## config.mk

```make
export PLATFORM = sky130hd
export DESIGN_NAME = hdr_scan_dispatch
export DESIGN_NICKNAME = d
export VERILOG_FILES = /design/src/rtl/hdr_scan_pkg.sv /design/src/rtl/hdr_field_decode.sv /design/src/rtl/hdr_term_mask.sv /design/src/rtl/hdr_prefix_sum.sv /design/src/rtl/hdr_scan_dispatch.sv
export SDC_FILE = /design/constraint.sdc
export NUM_CORES = 1
export LEC_CHECK = 0
export ABC_AREA = 1
export BUFFER_PORTS_ARGS = -buffer_cell sky130_fd_sc_hd__buf_4
export CORE_MARGIN = 3
export CORE_UTILIZATION = 55
export DETAILED_ROUTE_END_ITERATION = 8
export PLACE_DENSITY = 0.83
export SKIP_LAST_GASP = 1
export SYNTH_ARGS = -nofsm -noshare
export SYNTH_HDL_FRONTEND = slang
export SYNTH_HIERARCHICAL = 1
export SYNTH_SLANG_ARGS = --single-unit
```

## constraint.sdc

```tcl
create_clock -name clk -period 1.47 [get_ports clk]
set_input_delay 0.0735 -clock clk [delete_from_list [all_inputs] [get_ports clk]]
set_output_delay 0.0735 -clock clk [all_outputs]
set_load 0.03 [all_outputs]
```

## src/rtl/hdr_scan_pkg.sv

```systemverilog
package hdr_scan_pkg;

   localparam int HDR_W   = 16;
   localparam int LEN_W   = 6;
   localparam int REG_W   = 5;

   localparam int LEN_MSB = 15;
   localparam int LEN_LSB = 10;
   localparam int MEM_BIT = 9;
   localparam int PC_BIT  = 8;
   localparam int RWE_BIT = 7;
   localparam int RSV_MSB = 6;
   localparam int RSV_LSB = 5;
   localparam int REG_MSB = 4;
   localparam int REG_LSB = 0;

   localparam int PREFIX_KOGGE_STONE = 0;
   localparam int PREFIX_SKLANSKY    = 1;

   typedef struct packed {
      logic [LEN_W-1:0] len;
      logic             mem;
      logic             pc;
      logic             rwe;
      logic [REG_W-1:0] rnum;
   } hdr_fields_t;

endpackage

```

## src/rtl/hdr_field_decode.sv

```systemverilog
module hdr_field_decode
   import hdr_scan_pkg::*;
(
   input  logic [HDR_W-1:0] hdr,
   output hdr_fields_t      fields
);

   logic unused_rsvd;

   assign fields.len  = hdr[LEN_MSB:LEN_LSB];
   assign fields.mem  = hdr[MEM_BIT];
   assign fields.pc   = hdr[PC_BIT];
   assign fields.rwe  = hdr[RWE_BIT];
   assign fields.rnum = hdr[REG_MSB:REG_LSB];

   assign unused_rsvd = ^hdr[RSV_MSB:RSV_LSB];

endmodule

```

## src/rtl/hdr_term_mask.sv

```systemverilog
module hdr_term_mask #(
   parameter int N = 8
) (
   input  logic [N-1:0] nonzero,
   output logic [N-1:0] alive
);

   always_comb begin
      logic run;
      run = 1'b1;
      for (int i = 0; i < N; i++) begin
         run      = run & nonzero[i];
         alive[i] = run;
      end
   end

endmodule

```

## src/rtl/hdr_prefix_sum.sv

```systemverilog
module hdr_prefix_sum
   import hdr_scan_pkg::*;
#(
   parameter int N     = 8,
   parameter int IN_W  = 6,
   parameter int OUT_W = 9,
   parameter int KIND  = PREFIX_KOGGE_STONE
) (
   input  logic [N*IN_W-1:0]  lens,
   output logic [N*OUT_W-1:0] excl
);

   localparam int LEVELS = $clog2(N);

   logic [OUT_W-1:0] incl [N];

   if (KIND == PREFIX_KOGGE_STONE) begin : g_kogge
      always_comb begin
         logic [OUT_W-1:0] s [N];
         for (int i = 0; i < N; i++)
            s[i] = OUT_W'(lens[i*IN_W +: IN_W]);
         for (int l = 0; l < LEVELS; l++) begin
            for (int i = N - 1; i >= 0; i--) begin
               if (i >= (1 << l))
                  s[i] = s[i] + s[i - (1 << l)];
            end
         end
         for (int i = 0; i < N; i++)
            incl[i] = s[i];
      end
   end else begin : g_sklansky
      always_comb begin
         logic [OUT_W-1:0] s [N];
         for (int i = 0; i < N; i++)
            s[i] = OUT_W'(lens[i*IN_W +: IN_W]);
         for (int l = 0; l < LEVELS; l++) begin
            for (int i = 0; i < N; i++) begin
               if (((i >> l) & 1) == 1)
                  s[i] = s[i] + s[((i >> l) << l) - 1];
            end
         end
         for (int i = 0; i < N; i++)
            incl[i] = s[i];
      end
   end

   for (genvar i = 0; i < N; i++) begin : g_excl
      if (i == 0) begin : g_first
         assign excl[0 +: OUT_W] = '0;
      end else begin : g_rest
         assign excl[i*OUT_W +: OUT_W] = incl[i-1];
      end
   end

endmodule

```

## src/rtl/hdr_scan_dispatch.sv

```systemverilog
module hdr_scan_dispatch
   import hdr_scan_pkg::*;
#(
   parameter int NUM_SLOTS   = 8,
   parameter int PREFIX_KIND = PREFIX_KOGGE_STONE,
   parameter int OFS_W       = LEN_W + $clog2(NUM_SLOTS)
) (
   input  logic                       clk,
   input  logic                       rst_n,
   input  logic                       in_valid,
   output logic                       in_ready,
   input  logic [NUM_SLOTS*HDR_W-1:0] in_window,
   output logic                       lead_valid,
   output logic                       lead_reg_we,
   output logic [REG_W-1:0]           lead_reg_num,
   output logic                       lead_mem_upd,
   output logic                       lead_pc_upd,
   output logic                       out_valid,
   input  logic                       out_ready,
   output logic [NUM_SLOTS-1:0]       out_slot_valid,
   output logic [NUM_SLOTS*OFS_W-1:0] out_offset,
   output logic [NUM_SLOTS-1:0]       out_reg_we,
   output logic [NUM_SLOTS*REG_W-1:0] out_reg_num,
   output logic [NUM_SLOTS-1:0]       out_mem_upd,
   output logic [NUM_SLOTS-1:0]       out_pc_upd
);

   localparam int MIN_OFS_W = LEN_W + $clog2(NUM_SLOTS);

   if (NUM_SLOTS < 2) begin : g_bad_slots
      $error("hdr_scan_dispatch: NUM_SLOTS must be at least 2");
   end
   if ((NUM_SLOTS & (NUM_SLOTS - 1)) != 0) begin : g_bad_pow2
      $error("hdr_scan_dispatch: NUM_SLOTS must be a power of two");
   end
   if (OFS_W < MIN_OFS_W) begin : g_bad_ofs
      $error("hdr_scan_dispatch: OFS_W too narrow for the worst-case sum");
   end
   if (PREFIX_KIND != PREFIX_KOGGE_STONE && PREFIX_KIND != PREFIX_SKLANSKY) begin : g_bad_kind
      $error("hdr_scan_dispatch: unknown PREFIX_KIND");
   end

   hdr_fields_t                fld [NUM_SLOTS];
   logic [NUM_SLOTS*LEN_W-1:0] len_flat;
   logic [NUM_SLOTS-1:0]       nonzero;
   logic [NUM_SLOTS-1:0]       alive;
   logic [NUM_SLOTS*OFS_W-1:0] excl;

   logic [NUM_SLOTS*OFS_W-1:0] nxt_ofs;
   logic [NUM_SLOTS-1:0]       nxt_we;
   logic [NUM_SLOTS*REG_W-1:0] nxt_rnum;
   logic [NUM_SLOTS-1:0]       nxt_mem;
   logic [NUM_SLOTS-1:0]       nxt_pc;

   for (genvar i = 0; i < NUM_SLOTS; i++) begin : g_slot
      hdr_field_decode u_dec (
         .hdr    (in_window[i*HDR_W +: HDR_W]),
         .fields (fld[i])
      );

      assign len_flat[i*LEN_W +: LEN_W] = fld[i].len;
      assign nonzero[i]                 = |fld[i].len;

      assign nxt_ofs[i*OFS_W +: OFS_W]  = alive[i] ? excl[i*OFS_W +: OFS_W] : '0;
      assign nxt_we[i]                  = alive[i] & fld[i].rwe;
      assign nxt_rnum[i*REG_W +: REG_W] = (alive[i] & fld[i].rwe) ? fld[i].rnum : '0;
      assign nxt_mem[i]                 = alive[i] & fld[i].mem;
      assign nxt_pc[i]                  = alive[i] & fld[i].pc;
   end

   hdr_term_mask #(
      .N (NUM_SLOTS)
   ) u_mask (
      .nonzero (nonzero),
      .alive   (alive)
   );

   hdr_prefix_sum #(
      .N     (NUM_SLOTS),
      .IN_W  (LEN_W),
      .OUT_W (OFS_W),
      .KIND  (PREFIX_KIND)
   ) u_sum (
      .lens (len_flat),
      .excl (excl)
   );

   // Lead slot: no register between window and these outputs
   assign lead_valid   = in_valid & alive[0];
   assign lead_reg_we  = lead_valid & fld[0].rwe;
   assign lead_reg_num = (lead_valid & fld[0].rwe) ? fld[0].rnum : '0;
   assign lead_mem_upd = lead_valid & fld[0].mem;
   assign lead_pc_upd  = lead_valid & fld[0].pc;

   logic accept;
   assign in_ready = ~out_valid | out_ready;
   assign accept   = in_valid & in_ready;

   always_ff @(posedge clk or negedge rst_n) begin
      if (!rst_n) begin
         out_valid      <= 1'b0;
         out_slot_valid <= '0;
         out_offset     <= '0;
         out_reg_we     <= '0;
         out_reg_num    <= '0;
         out_mem_upd    <= '0;
         out_pc_upd     <= '0;
      end else if (accept) begin
         out_valid      <= 1'b1;
         out_slot_valid <= alive;
         out_offset     <= nxt_ofs;
         out_reg_we     <= nxt_we;
         out_reg_num    <= nxt_rnum;
         out_mem_upd    <= nxt_mem;
         out_pc_upd     <= nxt_pc;
      end else if (out_ready) begin
         out_valid      <= 1'b0;
      end
   end

endmodule

```

# [Word-level counts from Yosys, hierarchy flattened]
# Index checks and enable logic that the tools add are counted.
[word_totals] register_bits=136 input_bits=132 output_inout_bits=155 wordCells=86
[classes] add_sub_neg=14 muxes=18 n_bitwise=38 n_reduce_logical=9
[ops] operator="9-bit adder" n=6
[ops] operator="9-bit 2-to-1 mux" n=6
[ops] operator="6-bit OR reduction" n=8
[ops] operator="5-bit 2-to-1 mux" n=9
[ops] operator="6-bit by 6-bit adder with 7-bit output" n=6
[ops] operator="1-bit bitwise AND" n=36
[ops] operator="9-bit by 6-bit adder with 9-bit output" n=2
[ops] operator="6-bit 2-to-1 mux" n=1
[ops] operator="1-bit 2-to-1 mux" n=2
[ops] operator="2-bit nonzero test" n=1
[ops] operator="1-bit NOT" n=1
[ops] operator="1-bit bitwise OR" n=1

# [Depth between registers and ports, before layout]
# Gate-level depths: netlist (run 1).
[logic_depth] ltp_word=10 mapped_depth=33 depth_no_buf=32

# [Modules after synthesis]
# Netlist (run 1), hierarchy kept.
[modules_own_cells] module="hdr_scan_dispatch" n_inst=1 cells_per_inst=917 area_per_inst_um2=6613.8
[modules_own_cells] module="hdr_prefix_sum" n_inst=1 cells_per_inst=494 area_per_inst_um2=3454.6
[modules_own_cells] module="hdr_field_decode" n_inst=8 cells_per_inst=14 area_per_inst_um2=105.1
[modules_own_cells] module="hdr_term_mask" n_inst=1 cells_per_inst=15 area_per_inst_um2=85.1

# [Worst setup path after synthesis (run 1)]
# OpenSTA, ideal clock, no wires.
[synth_timing] kind="in2reg" startpoint="in in_window[26]" endpoint="reg out_offset[71]" setup_time_ps=117 arrival_time_ps=4032 required_ps=1353 slack_ps=-2678 stages=32 cell_sequence="buf_4 ha_1 fa_1 inv_1 o21ai_2 xor2_1 inv_1 ha_1 nand2_1 nor2_1 nand2_1 nand3_1 nand2_1 nand2_1 inv_1 fa_1 inv_1 fa_1 inv_1 ha_1 nand2_1 nand2_1 inv_1 nor2_1 nor2_1 nand2_1 nand2_1 nand2_1 nand2_1 inv_1 nand2_1 nand2_1"
[synth_rtl] item="start, declared" line_no="hdr_scan_dispatch.sv:12" text="input logic [NUM_SLOTS*HDR_W-1:0] in_window,"
[synth_rtl] item="6-bit by 6-bit adder with 7-bit output" line_no="hdr_prefix_sum.sv:25" text="s[i] = s[i] + s[i - (1 << l)];"
[synth_rtl] item="9-bit by 6-bit adder with 9-bit output" line_no="hdr_prefix_sum.sv:25"
[synth_rtl] item="named net excl[32]" line_no="hdr_scan_dispatch.sv:47" text="logic [NUM_SLOTS*OFS_W-1:0] excl;"
[synth_rtl] item="9-bit adder" line_no="hdr_prefix_sum.sv:25"
[synth_rtl] item="named net excl[71]" line_no="hdr_scan_dispatch.sv:47"
[synth_rtl] item="9-bit 2-to-1 mux" line_no="hdr_scan_dispatch.sv:64" text="assign nxt_ofs[i*OFS_W +: OFS_W] = alive[i] ? excl[i*OFS_W +: OFS_W] : '0;"
[synth_rtl] item="end signal, assigned" line_no="hdr_scan_dispatch.sv:111" text="out_offset <= nxt_ofs;"
[synth_rtl] item="end, declared" line_no="hdr_scan_dispatch.sv:21" text="output logic [NUM_SLOTS*OFS_W-1:0] out_offset,"
# The timed path passes the listed nets, and every way through them passes these cells.
# A chain may end at the register's enable or synchronous reset.

# [Worst setup path in the final report (run 1)]
[layout_timing] startpoint="in in_window[26]" endpoint="reg out_offset[34]"
[layout_rtl] item="6-bit by 6-bit adder with 7-bit output" line_no="hdr_prefix_sum.sv:25"
[layout_rtl] item="9-bit by 6-bit adder with 9-bit output" line_no="hdr_prefix_sum.sv:25"
[layout_rtl] item="named net excl[34]" line_no="hdr_scan_dispatch.sv:47"
[layout_rtl] item="9-bit 2-to-1 mux" line_no="hdr_scan_dispatch.sv:64"
# The timed path passes the listed nets, and every way through them passes these cells.

==> results of run 1 <==
per-layer routing:
| layer | global-route usage, % | vias to the layer above | routed length (um) |
|---|---|---|---|
| li1 | - | 5159 | - |
| met1 | 38.5 | 5267 | 13600 |
| met2 | 60.9 | 562 | 18700 |
| met3 | 6.47 | 161 | 2840 |
| met4 | 16.0 | 0 | 2100 |
| met5 | 0 | - | 0 |
cell usage after synthesis (all sizes together):
cell    number  share of area [%]
a21o         3               0.20
a21oi       36                1.7
clkbuf      11               0.38
nand4       15               0.91
o211ai       2               0.14
xor2        16                1.3
o21bai       3               0.20
ha          65                7.4
xnor2       11               0.88
o21ai        8               0.40
nor3         1              0.091
nand3       56                2.7
fa          38                6.9
buf        163                 11
inv        274                9.4
or2          5               0.31
conb         1              0.034
dfrtp      145                 33
nand2      602                 21
nor2        83                2.9
repair_timing:
item | in CTS | in global routing
hold buffers | 52 | 0
endpoints found under the setup margin | 45 | 54
endpoints found under the hold margin | 200 | 0
pin swaps | 56 | 56
resized for setup | 74 | 92
setup buffers | 41 | 28
layout make-up:
class	count	share of cell area (%)
Inverter	274	6.43
Tap cell	265	2.07
Timing Repair Buffer	516	27.0
Clock inverter	14	0.736
Clock buffer	18	2.68
Sequential cell	145	22.7
Multi-Input combinational cell	960	38.4
state kept, by name, indices dropped and copies added (netlist names):
name,cells
out_reg_we,8
out_pc_upd,8
out_valid,1
out_reg_num,40
out_offset,72
out_mem_upd,8
out_slot_valid,8
logic make-up (layout without fill, tap and decap cells):
family | after synthesis | count (layout) | synth area share, %
DFF | 145 | 145 | 33.0
buffers and inverters | 448 | 822 | 20.3
adders and majority gates | 103 | 103 | 14.3
other | 1 | 16 | 0.0341
AOI/OAI and AO/OA | 52 | 52 | 2.69
xor gates and xnor gates | 27 | 27 | 2.15
and+or+nand+nor | 762 | 762 | 27.5
stage by stage:
step | setup TNS [ns] | cell area (um2) | std cells | utilization, % | hold slack, ns
after global placement | -59.09 | 13800 | 2061 | 70.9 | 0.0189
after CTS | -39.65 | 15600 | 2184 | 80.0 | 0.00224
after detailed placement | -63.62 | 13800 | 2061 | 70.9 | 0.0208
after global routing | -46.39 | 16000 | 2192 | 81.9 | 0.0146
final | -42.78 | 16000 | 2192 | 81.9 | -0.0103
after floorplan | -44.45 | 11400 | 1553 | - | -0.222
power by group through the flow:
| stage | clock (mW) | combinational [mW] | sequential, mW |
|---|---|---|---|
| floorplan | 0 | 6.66 | 6.99 |
| global placement | 0 | 12.1 | 5.35 |
| detailed placement | 0 | 12.4 | 5.37 |
| CTS | 4.11 | 13.6 | 5.31 |
| global route | 4.30 | 15.9 | 5.43 |
| finish | 4.08 | 14.6 | 5.34 |
final timing paths:
kind / endpoint / slack (ns) / cells past startpoint
min: out_reg_num[31]$_DFFE_PN0P_ / -0.01 / 5
min reg2reg: out_slot_valid[3]$_DFFE_PN0P_ / 0.48 / 2
max: out_offset[34]$_DFFE_PN0P_ / -2.27 / 35
max in group asynchronous: out_slot_valid[6]$_DFFE_PN0P_ / 0.81 / 3
min in group asynchronous: out_offset[20]$_DFFE_PN0P_ / 0.14 / 2
max reg2reg: out_reg_num[0]$_DFFE_PN0P_ / 0.17 / 4
cells in the final DEF (no fill, tap or decap), types with 6 or more instances in the layout:
cell / instances
nand4_1: 14
nand3_2: 10
xor2_1: 9
dfrtp_1: 144
inv_6: 6
clkbuf_16: 17
a21oi_1: 17
buf_4: 419
nor2_2: 8
ha_1: 26
buf_12: 14
inv_1: 239
nand2_2: 28
nor2_1: 71
conb_1: 16
inv_2: 35
fa_2: 9
fa_1: 29
ha_4: 37
xnor2_1: 6
nand3_1: 46
dlygate4sd3_1: 51
a21oi_2: 15
buf_6: 28
nand2_1: 569
worst max-delay path: cells and delay by family:
kind / cells / cell delay, ns
buffers and inverters: 23 / 2.22
AND/OR/NAND/NOR: 5 / 0.41
adder cells (fa/ha/maj): 3 / 0.79
AO/OA/AOI/OAI: 3 / 0.32
XOR/XNOR: 1 / 0.19
==> summary.md, run 1 <==
| Metric | Value |
|---|---|
| Status | `finished, violations left` |
| Failing checks | `hold timing, setup timing` |
| CTS tree | `built` |
| Internal power | `13.6 mW` |
| Initial antenna violation count | `0` |
| CP Class | `input pin to flop` |
| Synthesis Warnings | `6` |
| Peak VDD IR | `1.31 mV` |
| Congestion Overflow GR | `0` |
| Period utilization | `255%` |
| Clock power share | `17.0%` |
| CP Launch Type | `input pin` |
| Initial Utilization | `56.3%` |
| Slowest CP cell | `fa_2` |
| Worst setup path start | `in_window[26]` |
| Residual DRC | `0` |
| Hold Path Class | `input pin to flop` |
| Clk sink count | `145` |
| Number of global-route vias before repair | `11,529` |
| 1st-iter DRT viols | `635` |
| Clk_lat worst skew | `0.43 ns` |
| Post-synthesis sequential area ratio | `33.0%` |
| Min Tclk post-route | `3.74 ns` |
| Antenna cells | `0` |
| Nets | `2,149` |
| Largest net degree at the start of global routing | `55` |
| Setup violators final | `38` |
| Worst hold slack | `-0.0103 ns` |
| Mean post-synth cell area | `7.15 um2` |
| Worst setup EP type | `flop` |
| Clock Tree Buf Depth | `2` |
| Number of synthesized register bits | `145` |
| Htree depth | `4` |
| Total power | `24.1 mW` |
| Layout cells sized above 1 | `35.1%` |
| Wire per inst | `17.0 um` |
| Achievable Freq | `267 MHz` |
| Full die area | `0.0217 mm2` |
| Crit Path Max Fanout | `3` |
| Port bufs | `270` |
| CTS clock-pin slew for the worst setup and hold paths | `0.06 ns` |
| Fill cells | `1,151` |
| Ports | `287` |
| Root buffer cell | `clkbuf_16` |
| Reg2reg start | `out_valid$_DFFE_PN0P_` |
| Sw power | `10.5 mW` |
| Final WS setup | `-2.27 ns` |
| Synth unique cells | `31` |
| Comb power frac | `60.8%` |
| Cts bufs inserted | `17` |
| First-pass GRT wire length | `58,200 um` |
| Static leakage | `9.43 nW` |
| Hold wc startpoint | `in_window[97]` |
| FP Rows | `51` |
| Die Height | `147 um` |
| RSZ-0062 raised after global routing | `true` |
| Fin Clk Skew | `0.00777 ns` |
| WP data arrival | `4.06 ns` |
| Crit path top cell by count | `buf_6` |
| Multi-input gate area in the final layout | `0.00614 mm2` |
| Vias | `11,149` |
| HPWL after DPL | `25,000 um` |
| Seq pwr share | `22.2%` |
| WL final | `37,200 um` |
| Switching Fraction | `43.6%` |
| Cell area after synthesis | `0.0110 mm2` |
| Vias per inst | `5.09` |
| Pwr/cell area | `1510 mW/mm2` |
| GRT Total Usage | `33.7%` |
| Number of max-cap violations | `0` |
| First-pass DRT Iterations | `6` |
| DP Worst Slack | `-2.56 ns` |
| Final Wtd Congestion | `0.915` |
| Fin. Hold Viols | `1` |
| Max-slew violation count | `0` |
| Final antenna-violating net count | `0` |
| Layout area overhead | `45.4%` |
| Die width | `147 um` |
| Cells after Synth | `1,538` |
| Critical Path Max Stage Delay | `0.38 ns` |
| CP required | `1.79 ns` |
| Seq. cell area | `0.00363 mm2` |
| Core area | `0.0195 mm2` |
Power figures use the tool's default switching activity.
==> run 2: changes to the inputs <==
SETUP_SLACK_MARGIN = 0.4   (was unset)
==> run 2 against run 1 <==
- area after synthesis unchanged
- synthesized cell count unchanged
- the flow now stops in 5_1_grt
==> summary.md, run 2 <==
| Metric | Value |
|---|---|
| Commonest cells post-synth | `600 x nand2_1, 272 x inv_1, 145 x dfrtp_1` |
| Synth unique cells | `31 (unchanged)` |
| Post-synthesis async set-or-reset flop share | `100% (unchanged)` |
| Port bufs | `270 (unchanged)` |
| Cts bufs inserted | `17 (unchanged)` |
| Synth area leader | `dfrtp_1` |
| Die width | `147 um (unchanged)` |
| Root buffer cell | `clkbuf_16` |
| Worst EP post-GRT repair | `out_offset[71]$_DFFE_PN0P_/D` |
| Top-count cell post-synth | `nand2_1` |
| Mean post-synth cell area | `7.15 um2 (unchanged)` |
| Htree depth | `4 (unchanged)` |
| Largest net degree at the start of global routing | `46` |
| Final Wtd Congestion | `0.932 (+1.9%)` |
| Ports | `287 (unchanged)` |
| Clock Tree Buf Depth | `2 (unchanged)` |
| HPWL after DPL | `25,300 um (+1.4%)` |
| Status | `did not finish` |
| Fail Step | `5_1_grt` |
| Cells after Synth | `1,538 (unchanged)` |
| Initial Utilization | `56.3% (unchanged)` |
| Ranking of synthesized cells by area | `dfrtp_1 33%, nand2_1 20%, buf_4 9.4%` |
| Error | `[ERROR DPL-0038] Utilization greater than 100%, impossible to legalize` |
| Area share of the largest cell type after synthesis | `33.0% (unchanged)` |
| Die Height | `147 um (unchanged)` |
| Cell area after synthesis | `0.0110 mm2 (unchanged)` |
| Number of synthesized register bits | `145 (unchanged)` |
| FP Rows | `51 (unchanged)` |
| Synthesis Warnings | `6 (unchanged)` |
| Clk sink count | `145 (unchanged)` |
| Post-synthesis sequential area ratio | `33.0% (unchanged)` |
| Top_reg_cell synth | `dfrtp_1` |
| Post-synth EDFFs | `0 (unchanged)` |
| Worst ep type | `register input` |
run 2: cell counts after synthesis:
Identical to the previous run, type by type.
run 2: kinds of logic after synthesis:
group	after synthesis	share of synthesized area, %
other cells	1	0.0341
fa+ha+maj	103	14.3
xor+xnor	27	2.15
flops	145	33.0
simple gates	762	27.5
compound gates	52	2.69
buf+inv	448	20.3
run 2: what timing repair did:
action,in CTS
pin swaps,123
resized for setup,294
hold buffers,53
hold endpoints to repair,197
buffers inserted,82
gates cloned,34
endpoints found under the setup margin,184
run 2: through the flow:
stage / setup WS, ns / cell area, um2 / hold WS, ns / cells / TNS (ns)
after floorplan: -2.39 / 11800 / -0.222 / 1553 / -43.85
after global placement: -2.46 / 14100 / 0.0278 / 2074 / -61.88
after detailed placement: -2.52 / 14100 / 0.0232 / 2074 / -64.01
after CTS: -1.99 / 17900 / -0.0366 / 2275 / -38.32
==> run 3: changes to the inputs <==
CORE_UTILIZATION = 40   (was 55)
PLACE_DENSITY = unset   (was 0.83)
PLACE_DENSITY_LB_ADDON = 0.15   (was unset)
SETUP_SLACK_MARGIN = unset   (was 0.4)
==> run 3 against run 2 <==
- the flow now finishes, with violations (setup timing)
==> summary.md, run 3 (synthesis results as in run 1) <==
| Metric | Value |
|---|---|
| Fin. Hold Viols | `0` |
| First-pass DRT Iterations | `5` |
| Vias | `10,188` |
| Cts bufs inserted | `17 (unchanged)` |
| Met3 global-route usage | `4.85%` |
| Critical Path Max Stage Delay | `0.54 ns` |
| DP Worst Slack | `-2.47 ns (+0.0465 ns)` |
| Clk sink count | `145 (unchanged)` |
| HPWL after DPL | `26,000 um (+2.7%)` |
| Final antenna-violating net count | `0` |
| Setup TNS | `-38.47 ns` |
| Achievable Freq | `284 MHz` |
| WL final | `33,800 um` |
| Final Wtd Congestion | `0.865 (-7.2%)` |
| Crit Path Max Fanout | `3` |
| Max-slew violation count | `0` |
| Layout area overhead | `44.1%` |
| Setup violators final | `38` |
| Number of max-cap violations | `0` |
| Worst setup EP type | `flop` |
| First-pass GRT wire length | `51,800 um` |
| Commonest cells after routing, fill and taps aside | `576 x nand2_1, 404 x buf_4, 247 x inv_1` |
| Most Crowded Layer GR | `met2` |
| CP required | `1.79 ns` |
| Port bufs | `270 (unchanged)` |
| Initial antenna violation count | `1` |
| CTS tree | `built` |
| Ports | `287 (unchanged)` |
| Period utilization | `240%` |
| Die Height | `172 um (+17%)` |
| Fin Clk Skew | `0.00965 ns` |
| Number of global-route vias before repair | `9,983` |
| Most common cell after layout, fill and taps aside | `nand2_1` |
| Min Tclk post-route | `3.52 ns` |
| Layout cells sized above 1 | `33.1%` |
| Clk_lat worst skew | `0.42 ns` |
| Pwr/cell area | `1510 mW/mm2` |
| Failing checks | `setup timing` |
| CP Launch Type | `input pin` |
| 1st-iter DRT viols | `475` |
| Final WS setup | `-2.05 ns` |
| WP data arrival | `3.84 ns` |
| Biggest register | `out_offset` |
| Max reg flops | `72` |
| Grt met2 use | `38.6%` |
| Die width | `172 um (+17%)` |
| RSZ-0062 raised after global routing | `true` |
| Core area | `0.0270 mm2` |
| Vias per inst | `4.53` |
| Htree depth | `4 (unchanged)` |
| Residual DRC | `0` |
| Nets | `2,127` |
| GRT Total Usage | `22.5%` |
| Full die area | `0.0295 mm2` |
| CP Class | `input pin to flop` |
| Congestion Overflow GR | `0` |
| Largest net degree at the start of global routing | `53` |
| Crit path top cell by count | `nand2_1` |
| Peak VDD IR | `0.901 mV` |
| FP Rows | `60 (+18%)` |
| Hold Path Class | `input pin to flop` |
| Grt met1 use | `28.8%` |
| Status | `finished, violations left` |
| Initial Utilization | `40.8% (-16 points)` |
| Wire per inst | `15.0 um` |
| Clock Tree Buf Depth | `2 (unchanged)` |
| CTS clock-pin slew for the worst setup and hold paths | `0.07 ns` |
| Slowest CP cell | `fa_1` |
| Static leakage | `9.33 nW` |
| Root buffer cell | `clkbuf_16` |
| Top flop regs | `out_offset x72, out_reg_num x40` |
==> run 3: routing by layer <==
layer,part of all wire (%),wire length (um),vias to the layer above
met1,43,14700,4774
li1,-,-,5106
met3,6.4,2150,43
met5,0,0,-
met2,48,16300,265
met4,2.1,707,0
==> run 3: cell type report <==
cell class | count | area (um2)
Fill cell | 2496 | 11100
Multi-Input combinational cell | 960 | 6050
Timing Repair Buffer | 494 | 4090
Sequential cell | 145 | 3630
Inverter | 274 | 1030
Clock buffer | 18 | 439
Tap cell | 341 | 427
Clock inverter | 14 | 169
Antenna cell | 1 | 2.50
==> run 3: worst paths after layout <==
check / start / to / slack [ns] / cells past startpoint
setup reg to reg: out_valid$_DFFE_PN0P_ / out_reg_num[38]$_DFFE_PN0P_ / 0.17 / 5
hold reg to reg: out_offset[5]$_DFFE_PN0P_ / out_offset[5]$_DFFE_PN0P_ / 0.47 / 2
max in group asynchronous: rst_n / out_reg_num[9]$_DFFE_PN0P_ / 0.73 / 3
min in group asynchronous: rst_n / out_offset[7]$_DFFE_PN0P_ / 0.15 / 2
setup / recovery: in_window[42] / out_offset[71]$_DFFE_PN0P_ / -2.05 / 32
hold / removal: in_window[87] / out_reg_we[5]$_DFFE_PN0P_ / 0.03 / 5
==> run 3: critical path: cells and delay by family <==
kind	cells	cell delay, ns
buffers and inverters	8	0.47
adder cells (fa/ha/maj)	6	2.03
AND/OR/NAND/NOR	16	1.04
XOR/XNOR	1	0.18
AO/OA/AOI/OAI	1	0.06
==> run 3: where the power goes <==
group | switching [mW] | total, mW | internal (mW) | leakage [nW]
clock network | 1.90 | 4.51 | 2.61 | 0.290
logic | 7.68 | 14.1 | 6.42 | 7.22
registers | 0.469 | 5.30 | 4.83 | 1.82
==> run 3: repair_timing <==
item                                    CTS  global route
hold endpoints to repair                206             0
buffers inserted                         30             8
pin swaps                                71            51
endpoints found under the setup margin   45            94
gates resized for setup                  83            50
hold buffers                             55             0
==> run 3: through the flow <==
stage	std cells	power [mW]	hold WS, ns	instance area (um2)	util (%)
2_1_floorplan	1553	13.6	-0.222	11400	-
3_3_place_gp	2138	17.8	0.0233	13900	51.7
3_5_place_dp	2138	18.0	0.0264	13900	51.7
4_1_cts	2240	23.6	0.00878	15600	57.8
5_1_grt	2247	25.9	0.0402	15800	58.8
6_report	2247	23.9	0.0267	15800	58.8
==> run 4: changes to the inputs <==
clock period = 4.45 ns   (was 1.47 ns; I/O delays follow)
==> run 4 against run 3 <==
- the run now ends clean
- via count down 8.5%
- die area unchanged
- non-clock buffer count down 200
- largest cell class unchanged
- critical path depth unchanged
- global-route usage down 1.6 points
==> summary.md, run 4 (synthesis results as in run 1) <==
| Metric | Value |
|---|---|
| First-pass GRT wire length | `48,100 um (-7.0%)` |
| Post-CTS Setup Inserts | `0 (-100%)` |
| Period utilization | `90.3%` |
| Max-slew violation count | `0 (unchanged)` |
| Hold EP | `out_mem_upd[3]$_DFFE_PN0P_` |
| CP required | `4.76 ns (+2.97 ns)` |
| Core area | `0.0270 mm2 (unchanged)` |
| Fin. Hold Viols | `0 (unchanged)` |
| WP buf/inv | `8 (unchanged)` |
| Initial antenna violation count | `1 (unchanged)` |
| Fin Clk Skew | `0.0167 ns (+0.00706 ns)` |
| Biggest register | `out_offset` |
| Crit Path Max Fanout | `3 (unchanged)` |
| Routed wl met2 | `14,500 um (-11%)` |
| Achievable Freq | `249 MHz` |
| Reg2reg end | `out_offset[71]$_DFFE_PN0P_` |
| Hold wc startpoint | `in_window[57]` |
| Crit path top cell by count | `nand2_1` |
| Slew HR | `41.6%` |
| Hold Path Class | `input pin to flop` |
| Clock Tree Buf Depth | `2 (unchanged)` |
| WP data arrival | `4.33 ns (+0.49 ns)` |
| Final WS setup | `0.431 ns (+2.48 ns)` |
| Congestion Overflow GR | `0 (unchanged)` |
| Met1 wire length | `14,300 um (-2.2%)` |
| Met3 Routed Length | `1710 um (-21%)` |
| Status | `complete, no violations` |
| Final antenna-violating net count | `0 (unchanged)` |
| Number of max-cap violations | `0 (unchanged)` |
| Multi-input gate area in the final layout | `0.00520 mm2 (-14%)` |
| Cell family with most CP delay | `adder cells` |
| Hold Path Depth | `5 (unchanged)` |
| CP Launch Type | `input pin` |
| GRT Total Usage | `20.9% (-1.6 points)` |
| FP Rows | `60 (unchanged)` |
| Post_cts resized | `0 (-100%)` |
| WL final | `30,900 um (-8.5%)` |
| Total power | `6.73 mW (-72%)` |
| Nets | `1,927 (-9.4%)` |
| Peak VDD IR | `0.426 mV (-53%)` |
| Initial Utilization | `40.8% (unchanged)` |
| Top flop regs | `out_offset x72, out_reg_num x40` |
| Full die area | `0.0295 mm2 (unchanged)` |
| CP Class | `input pin to flop` |
| Pwr/cell area | `514 mW/mm2 (-66%)` |
| Htree depth | `4 (unchanged)` |
| Wire per inst | `15.1 um (+0.49%)` |
| Largest net degree at the start of global routing | `125 (+140%)` |
| CTS tree | `built` |
| Max reg flops | `72 (unchanged)` |
| First-pass DRT Iterations | `5 (unchanged)` |
| Clk_lat worst skew | `0.43 ns (about the same)` |
| DP Worst Slack | `0.0348 ns (+2.51 ns)` |
| Residual DRC | `0 (unchanged)` |
| Ports | `287 (unchanged)` |
| CTS clock-pin slew for the worst setup and hold paths | `0.07 ns (about the same)` |
| Root buffer cell | `clkbuf_16` |
| Critical Path Max Stage Delay | `0.54 ns (about the same)` |
| Cts bufs inserted | `17 (unchanged)` |
| Top Layer Used | `met4` |
| Final design utilization | `48.6% (-10 points)` |
| Commonest cells after routing, fill and taps aside | `600 x nand2_1, 290 x buf_4, 272 x inv_1` |
| Worst setup EP type | `flop` |
| Worst-margin pin slew | `0.876 ns` |
| R2r setup slk | `1.94 ns (+1.77 ns)` |
| Min Tclk post-route | `4.02 ns` |
| Reg2reg start | `out_valid$_DFFE_PN0P_` |
| Layout cells sized above 1 | `19.9% (-13 points)` |
| Die Height | `172 um (unchanged)` |
| Setup TNS | `0 ns (+38.47 ns)` |
| RSZ-0062 raised after global routing | `false` |
| Layout area overhead | `19.1%` |
| Clk sink count | `145 (unchanged)` |
| Die width | `172 um (unchanged)` |
| Setup violators final | `0 (-100%)` |
| Slowest CP cell | `fa_1` |
| Vias per inst | `4.56 (+0.48%)` |
| Port bufs | `270 (unchanged)` |
| Final Wtd Congestion | `0.893 (+3.3%)` |
| Seq. cell area | `0.00363 mm2 (about the same)` |
| Vias | `9,326 (-8.5%)` |
| Reg2reg path depth | `5 (unchanged)` |
| Fill cells | `2,808 (+13%)` |
| Most common cell after layout, fill and taps aside | `nand2_1` |
| Number of global-route vias before repair | `9,141 (-8.4%)` |
| Static leakage | `8.24 nW (-12%)` |
| HPWL after DPL | `23,300 um (-10%)` |
| 1st-iter DRT viols | `567 (+19%)` |
run 4: final cells by class:
| type | instances | share of cell area [%] |
|---|---|---|
| Inverter | 274 | 7.85 |
| Timing Repair Buffer | 294 | 17.1 |
| Tap cell | 341 | 3.26 |
| Clock inverter | 14 | 1.06 |
| Multi-Input combinational cell | 960 | 39.7 |
| Sequential cell | 145 | 27.7 |
| Clock buffer | 18 | 3.35 |
| Antenna cell | 1 | 0.0191 |
run 4: worst max path at each step:
stage                       start                    endpoint  slack [ns]  cells past startpoint
finish              in_window[26]  out_offset[71]$_DFFE_PN0P_        0.43                     32
global route        in_window[26]  out_offset[71]$_DFFE_PN0P_        0.05                     32
CTS                 in_window[26]  out_offset[71]$_DFFE_PN0P_        0.49                     32
detailed placement  in_window[26]  out_offset[71]$_DFFE_PN0P_        0.03                     32
global placement    in_window[26]  out_offset[71]$_DFFE_PN0P_        0.08                     32
floorplan           in_window[26]  out_offset[71]$_DFFE_PN0P_        0.15                     32
run 4: repair_timing:
item / in CTS / in global routing
endpoints found under the hold margin: 87 / 0
hold buffers: 1 / 0
endpoints found under the setup margin: 0 / 0
run 4: metal layers:
layer,vias to the layer above,GRT usage [%]
li1,4712,-
met1,4329,28.5
met2,257,35.0
met3,28,3.45
met4,0,5.07
met5,-,0
run 4: stage by stage:
step,hold WS [ns],instances,area (um2)
5_1_grt,0.0632,2047,13100
3_5_place_dp,0.363,2013,12500
4_1_cts,0.0524,2046,13100
3_3_place_gp,0.367,2013,12500
2_1_floorplan,-0.0731,1553,11100
6_report,0.0642,2047,13100
run 4: power breakdown:
part	internal [mW]	total [mW]	switching (mW)
registers	1.59	1.75	0.153
clock network	0.761	1.45	0.684
logic	1.37	3.54	2.16
run 4: tightest hold or removal path, stage by stage:
cell and delay, ns:
buf_4 0.08, nand2_1 0.04, inv_1 0.04, nand2_1 0.04
nand2_1 0.05
